===== src/rtl/vbf_pkg.sv =====
package vbf_pkg;

   // Width of a counter that holds the values 0 .. n-1 (at least one bit).
   function automatic int unsigned phase_bits(input int unsigned n);
      return (n <= 2) ? 1 : $clog2(n);
   endfunction

endpackage


===== src/rtl/vbf_phase_ctr.sv =====
module vbf_phase_ctr #(
   parameter int unsigned SLOTS   = 3,
   parameter int unsigned PHASE_W = vbf_pkg::phase_bits(SLOTS)
) (
   input  logic               clk,
   input  logic               rst_n,
   output logic [PHASE_W-1:0] phase_q,
   output logic               stage_end
);

   localparam logic [PHASE_W-1:0] LAST = PHASE_W'(SLOTS - 1);

   assign stage_end = (phase_q == LAST);

   always_ff @(posedge clk or negedge rst_n) begin
      if (!rst_n)
         phase_q <= '0;
      else if (stage_end)
         phase_q <= '0;
      else
         phase_q <= phase_q + 1'b1;
   end

endmodule


===== src/rtl/vbf_pc_gen.sv =====
module vbf_pc_gen #(
   parameter int unsigned ADDR_W   = 8,
   parameter int unsigned SLOTS    = 3,
   parameter bit          SHIFT_ADD = 1'b1
) (
   input  logic              clk,
   input  logic              rst_n,
   input  logic              stage_end,
   input  logic              redir_valid,
   input  logic [ADDR_W-1:0] redir_index,
   output logic [ADDR_W-1:0] pc_q
);

   localparam logic [ADDR_W-1:0] STEP = ADDR_W'(SLOTS);

   logic [ADDR_W-1:0] target;

   generate
      if (SHIFT_ADD && SLOTS == 3) begin : g_times3
         assign target = (redir_index << 1) + redir_index;
      end else begin : g_mul
         assign target = redir_index * STEP;
      end
   endgenerate

   always_ff @(posedge clk or negedge rst_n) begin
      if (!rst_n)
         pc_q <= '0;
      else if (stage_end && redir_valid)
         pc_q <= target;
      else
         pc_q <= pc_q + 1'b1;
   end

endmodule


===== src/rtl/vbf_assembler.sv =====
module vbf_assembler #(
   parameter int unsigned BYTE_W  = 8,
   parameter int unsigned SLOTS   = 3,
   parameter int unsigned PHASE_W = vbf_pkg::phase_bits(SLOTS),
   parameter int unsigned WORD_W  = BYTE_W * SLOTS
) (
   input  logic               clk,
   input  logic               rst_n,
   input  logic [PHASE_W-1:0] phase,
   input  logic               stage_end,
   input  logic [BYTE_W-1:0]  rdata,
   output logic [WORD_W-1:0]  word_q,
   output logic               valid_q
);

   localparam int unsigned HELD = SLOTS - 1;

   // Earlier phases sit in the upper bytes; the byte of the last phase
   // completes the word directly from the memory return.
   logic [HELD*BYTE_W-1:0] held_q;
   logic [WORD_W-1:0]      next_word;

   assign next_word = {held_q, rdata};

   always_ff @(posedge clk or negedge rst_n) begin
      if (!rst_n) begin
         held_q <= '0;
      end else begin
         for (int k = 0; k < int'(HELD); k++) begin
            if (phase == PHASE_W'(k))
               held_q[(HELD-1-k)*BYTE_W +: BYTE_W] <= rdata;
         end
      end
   end

   always_ff @(posedge clk or negedge rst_n) begin
      if (!rst_n) begin
         word_q  <= '0;
         valid_q <= 1'b0;
      end else begin
         valid_q <= stage_end;
         if (stage_end)
            word_q <= next_word;
      end
   end

endmodule


===== src/rtl/vliw_byte_fetch.sv =====
module vliw_byte_fetch #(
   parameter int unsigned ADDR_W    = 8,
   parameter int unsigned BYTE_W    = 8,
   parameter int unsigned SLOTS     = 3,
   parameter bit          SHIFT_ADD = 1'b1
) (
   input  logic                      clk,
   input  logic                      rst_n,
   output logic [ADDR_W-1:0]         imem_addr,
   input  logic [BYTE_W-1:0]         imem_rdata,
   input  logic                      redir_valid,
   input  logic [ADDR_W-1:0]         redir_index,
   output logic [BYTE_W*SLOTS-1:0]   ifd_word,
   output logic                      ifd_valid
);

   localparam int unsigned WORD_W  = BYTE_W * SLOTS;
   localparam int unsigned PHASE_W = vbf_pkg::phase_bits(SLOTS);

   generate
      if (SLOTS < 2) begin : g_bad_slots
         $error("vliw_byte_fetch: SLOTS must be at least 2");
      end
      if (ADDR_W < 2 || BYTE_W < 1) begin : g_bad_width
         $error("vliw_byte_fetch: ADDR_W and BYTE_W out of range");
      end
   endgenerate

   logic [PHASE_W-1:0] phase_q;
   logic               stage_end;

   vbf_phase_ctr #(.SLOTS(SLOTS), .PHASE_W(PHASE_W)) u_phase (
      .clk       (clk),
      .rst_n     (rst_n),
      .phase_q   (phase_q),
      .stage_end (stage_end)
   );

   vbf_pc_gen #(.ADDR_W(ADDR_W), .SLOTS(SLOTS), .SHIFT_ADD(SHIFT_ADD)) u_pc (
      .clk         (clk),
      .rst_n       (rst_n),
      .stage_end   (stage_end),
      .redir_valid (redir_valid),
      .redir_index (redir_index),
      .pc_q        (imem_addr)
   );

   vbf_assembler #(.BYTE_W(BYTE_W), .SLOTS(SLOTS), .PHASE_W(PHASE_W),
                   .WORD_W(WORD_W)) u_asm (
      .clk       (clk),
      .rst_n     (rst_n),
      .phase     (phase_q),
      .stage_end (stage_end),
      .rdata     (imem_rdata),
      .word_q    (ifd_word),
      .valid_q   (ifd_valid)
   );

endmodule


===== config.mk =====
export PLATFORM = sky130hd
export DESIGN_NAME = vliw_byte_fetch
export DESIGN_NICKNAME = d
export VERILOG_FILES = /design/src/rtl/vbf_pkg.sv /design/src/rtl/vbf_phase_ctr.sv /design/src/rtl/vbf_pc_gen.sv /design/src/rtl/vbf_assembler.sv /design/src/rtl/vliw_byte_fetch.sv
export SDC_FILE = /design/constraint.sdc
export NUM_CORES = 1
export LEC_CHECK = 0
export BUFFER_PORTS_ARGS = -buffer_cell sky130_fd_sc_hd__clkbuf_2
export CORE_UTILIZATION = 50
export CTS_BUF_LIST = sky130_fd_sc_hd__clkbuf_2
export CTS_CLUSTER_DIAMETER = 60
export DETAILED_ROUTE_END_ITERATION = 7
export PLACE_DENSITY = 0.78
export SYNTH_ARGS = -nofsm -noshare
export SYNTH_HDL_FRONTEND = slang
export SYNTH_SLANG_ARGS = --single-unit

===== constraint.sdc =====
create_clock -name clk -period 1.3 [get_ports clk]
set_input_delay 0.26 -clock clk [delete_from_list [all_inputs] [get_ports clk]]
set_output_delay 0.26 -clock clk [all_outputs]
set_load 0.1 [all_outputs]

# After elaboration in Yosys (flattened, before gate mapping)
# Cells that the tools add are included.
[classes] addsub=3 n_eq_ne=2 muxes=2 reduce_logical=2
[op_table] op="8-bit by 1-bit adder with 8-bit output, second input constant" n=1
[op_table] op="8-bit adder" n=1
[op_table] op="8-bit 2-to-1 mux" n=1
[op_table] op="2-bit by 1-bit adder with 2-bit output, second input constant" n=1
[op_table] op="2-bit by 1-bit equality test with 1-bit output, second input constant" n=1
[op_table] op="2-bit equality test, second input constant" n=1
[op_table] op="2-bit logical NOT" n=1
[op_table] op="2-bit 2-to-1 mux" n=1
[op_table] op="1-bit logical AND" n=1
[word_totals] regBits=51 inputBits=19 output_inout_bits=33 elab_cells=15

# Logic depth before layout (Yosys ltp)
[depth] ltp_word=3 depth_mapped=6 mapped_depth_nobuf=6

# Modules after synthesis
# Synthesis repeated with hierarchy kept, for this count alone.
[unflattened] cells_unflattened=166 area_unflattened_um2=2280.9
[by_module_without_submodules] mod="vbf_assembler" instances=1 cells_each=87 area_each_um2=1534.0 seq_area_each_um2=1026.0
[by_module_without_submodules] mod="vbf_pc_gen" instances=1 cells_each=74 area_each_um2=678.2 seq_area_each_um2=200.2
[by_module_without_submodules] mod="vbf_phase_ctr" instances=1 cells_each=5 area_each_um2=68.8 seq_area_each_um2=50.0

# Least setup slack after synthesis
# OpenSTA, ideal clock, no wires.
[synth_path] path_kind="flip-flop to flip-flop" startpoint="register u_pc.pc_q[2]" endpoint="register u_pc.pc_q[7]" setup_ps=79 arrival_time_ps=1750 t_required_ps=1221 setup_slack_ps=-530 stages_incl_launch_ff=5 path_buffers=0 period_less_slack_ps=1830 cell_sequence="dfrtp_1 -> and4_1 -> nand4_1 -> xor2_1 -> mux2i_1"
[synth_via] elab_chain_cells=2
[synth_lines] item="start, declared" line="vbf_pc_gen.sv:11" source="output logic [ADDR_W-1:0] pc_q"
[synth_lines] item="start signal, assigned" line="vbf_pc_gen.sv:30" source="pc_q <= target;"
[synth_lines] item="start signal, assigned" line="vbf_pc_gen.sv:32" source="pc_q <= pc_q + 1'b1;"
[synth_lines] item="8-bit by 1-bit adder with 8-bit output" line="vbf_pc_gen.sv:32"
[synth_lines] item="8-bit 2-to-1 mux" line="vbf_pc_gen.sv:29" source="else if (stage_end && redir_valid)"
# Every way passes these cells.
# A chain may end at the register's enable or synchronous reset.

# Final worst setup path
[layout_path] startpoint="register u_pc.pc_q[2]" endpoint="output imem_addr[2]"
[layout_rtl] item="end, declared" line="vliw_byte_fetch.sv:9" source="output logic [ADDR_W-1:0] imem_addr,"
# No word-level cell between the ends.

==> flow_metrics.tcl <==
set metrics [dict create \
    run_status "finished with violations" \
    failing_checks "setup timing" \
    max_cap_viol_count 0 \
    critical_path.max_fanout 4 \
    drt_iter0_markers 137 \
    design.core.area_um2 4144 \
    num_io_pins 52 \
    cp_slowest_cell "dfrtp_4" \
    place_congestion 0.8043 \
    cts_buffers 5 \
    layout.core_utilization_pct 85.87 \
    port-buffer-count 51 \
    setup_slack_ps -136.6 \
    synth_enable_flop_cells 0 \
    synth_fa_ha_area_share_pct 4.807 \
    cell_types_occupying_the_most_area_after_synthesis "dfrtp_1 57%, mux2_2 20%, ha_1 3.9%" \
    first_global_vias 1649 \
    cts_clock_pin_slew_for_the_worst_setup_and_hold_paths_ps 250 \
    start_util_pct 54.02 \
    antenna_found_initial 0 \
    min_path_type "in2reg" \
    final_min_period_over_clock_period_pct 110.5 \
    post_synth_xor_area_fraction_pct 3.522 \
    synth_compound_gate_area_share_pct 5.869 \
    synth_fp_nets 185 \
    cts_root_buf "clkbuf_2" \
    cts_buffer_depth 2 \
    share_of_synthesized_flip_flops_with_an_asynchronous_set_or_reset_pct 100.0 \
    report.final.slew_viol_count 0 \
    muxShareOfSynthArea_pct 21.02 \
    drc_violations_left 0 \
    row_count 23 \
    timing.critical_path.from_type "flip-flop" \
    timing.final.hold_violations 0 \
    area_growth_syn_to_layout_pct 58.97 \
    timing_worst_slew_pin_value_ps 461.5 \
    critical-path-top-delay-family "flip-flops" \
    cts_tree "built" \
    global_route_wire_length_before_repair_mm 7.831 \
    worstPathCellList "buf_12" \
    placed_cells 273 \
    synth_area_um2 2238 \
    cts.htree.levels 2 \
    totalWireLength_mm 5.923 \
    synth_common_cells "51 x dfrtp_1, 39 x mux2_2, 7 x ha_1" \
    setup_viol 56 \
    yosysTopAreaCell "dfrtp_1" \
    dr_total_vias 1679 \
    syn_area_per_cell_um2 14.17 \
    total_power_mw 5.125 \
    crit_required_ps 1040 \
    syn_inst 158 \
    synth.ff_latch_count 51 \
    drtAntennaViolNets 0 \
    timing_worst_setup_path_type "reg2out" \
    overflow 0 \
    post_synth_and_or_nand_nor_area_fraction_pct 6.316 \
    seq_total_area_yosys_pct 57.02 \
    yosysTopAreaCellShare_pct 57.02 \
    die_height_um 68.91 \
    dominant_combinational_cell_family_by_area_after_synthesis "multiplexers" \
    worstSkewPairLatency_ps 410 \
    endpoint_kind "output pin" \
    num_antenna_cells 0 \
    cp_data_arrival_time_ps 1180 \
    non_filler_cells_final 298 \
    yosysMostFrequentCell "dfrtp_1" \
    synth.distinct_cells 33 \
    dominantRegCellSynth "dfrtp_1" \
    max_clock_freq_mhz 696.1 \
    hpwlAfterDp_mm 3.710 \
    synthesis.yosys.warnings 0 \
    route.detailed.wl_per_inst_um 19.88 \
    timing.slew.headroom_pct 69.24 \
    cts.sinks 51 \
    grt_start_max_net_pins 37 \
    detail_route.first_pass.iterations 4 \
    period_needed_ps 1437 \
    grt_util_all_layers_pct 23.01 \
    share_of_cells_above_drive_strength_1_pct 63.31 \
    post_drt_via_cell_ratio 5.634 \
    rsz0062_at_grt "yes" \
    static-leakage-power_nw 1.643 \
    nNetsFinal 274 \
    die_x_um 68.91 \
    fin_skew_ps 21.60 \
    ir_worst_vdd_mv 0.8406 \
    cellPowerDensity_nw_per_um2 1440 \
    die_area_um2 4749 \
    pre_cts_slack_ps -504.6 \
    cp.buffers_inverters 1 \
    cpPeakStageDelay_ps 570 \
]
==> cells in the final DEF (no fill, tap or decap), drive strengths merged, types with 3 or more instances in the layout <==
master and instances:
buf 69, dfrtp 51, mux2 40, clkbuf 23
ha 7, xor2 6, nand2 5, o21ai 4
and3 4, xnor2 3, a211oi 3, a21oi 3
nand3 3, nor2 3
==> sequential cells by signal, summed over array words and instances, names as in the netlist <==
name             flops
u_asm.word_q        24
u_phase.phase_q      2
u_asm.held_q        16
u_pc.pc_q            8
u_asm.valid_q        1
==> where the power goes <==
part / total, mW / internal [mW] / switching, mW
Combinational: 2.50 / 0.992 / 1.50
Sequential: 2.01 / 1.79 / 0.222
Clock: 0.621 / 0.140 / 0.481
Total: 5.12 / 2.92 / 2.21
==> what timing repair did <==
| action | in CTS | in global routing |
|---|---|---|
| pin swaps | 4 | 8 |
| hold buffers | 1 | 0 |
| resized for setup | 11 | 25 |
| gates cloned | 0 | 0 |
| buffers inserted | 6 | 10 |
| setup endpoints to repair | 42 | 39 |
| endpoints found under the hold margin | 15 | 0 |
==> through the flow <==
stage	setup TNS, ps	area (um^2)	hold WS, ps
5_1_grt	-4338	3558	57.30
6_report	-1863	3558	91.68
2_1_floorplan	-562.2	2290	-35.59
3_5_place_dp	-1851	3241	217.6
3_3_place_gp	-1478	3241	207.6
4_1_cts	-887.2	3392	100.5
==> worst register-to-register path: cells and delay by family, from the launching register on <==
family                    cells  cell delay [ps]
and+or+nand+nor               2              400
xor gates and xnor gates      1              180
buffers and inverters         1              140
muxes                         1              140
DFF                           1              470
==> routing by layer <==
layer,vias up,part of all wire (%),track usage (%)
li1,745,-,-
met4,0,3.0,8.929
met3,18,5.2,4.934
met1,844,39,26.93
met2,72,53,40.90
met5,-,0,0
==> cell type report <==
cell class	count	area, um^2
Sequential cell	51	1292
Timing Repair Buffer	87	1112
Multi-Input combinational cell	100	1041
Fill cell	184	585.6
Tap cell	50	62.56
Clock buffer	6	30.03
Clock inverter	2	12.51
Inverter	2	7.507
==> cells by family after synthesis <==
| logic type | after synthesis |
|---|---|
| buf+inv | 7 |
| simple gates | 24 |
| mux | 42 |
| xor+xnor | 9 |
| flops | 51 |
| compound gates | 17 |
| fa+ha+maj | 8 |
==> worst paths after layout <==
| kind | start | slack [ps] | depth (start not counted) | to |
|---|---|---|---|---|
| setup / recovery | u_pc.pc_q[2] | -140 | 1 | imem_addr[2] |
| hold / removal | redir_index[0] | 90 | 3 | u_pc.pc_q[0] |
| setup reg to reg | u_pc.pc_q[3] | -70 | 5 | u_pc.pc_q[7] |
| hold reg to reg | u_asm.held_q[9] | 530 | 1 | u_asm.word_q[17] |
| max in group asynchronous | rst_n | 450 | 3 | u_asm.word_q[16] |
| min in group asynchronous | rst_n | 290 | 2 | u_asm.word_q[12] |
(Power assumes the default switching activity.)
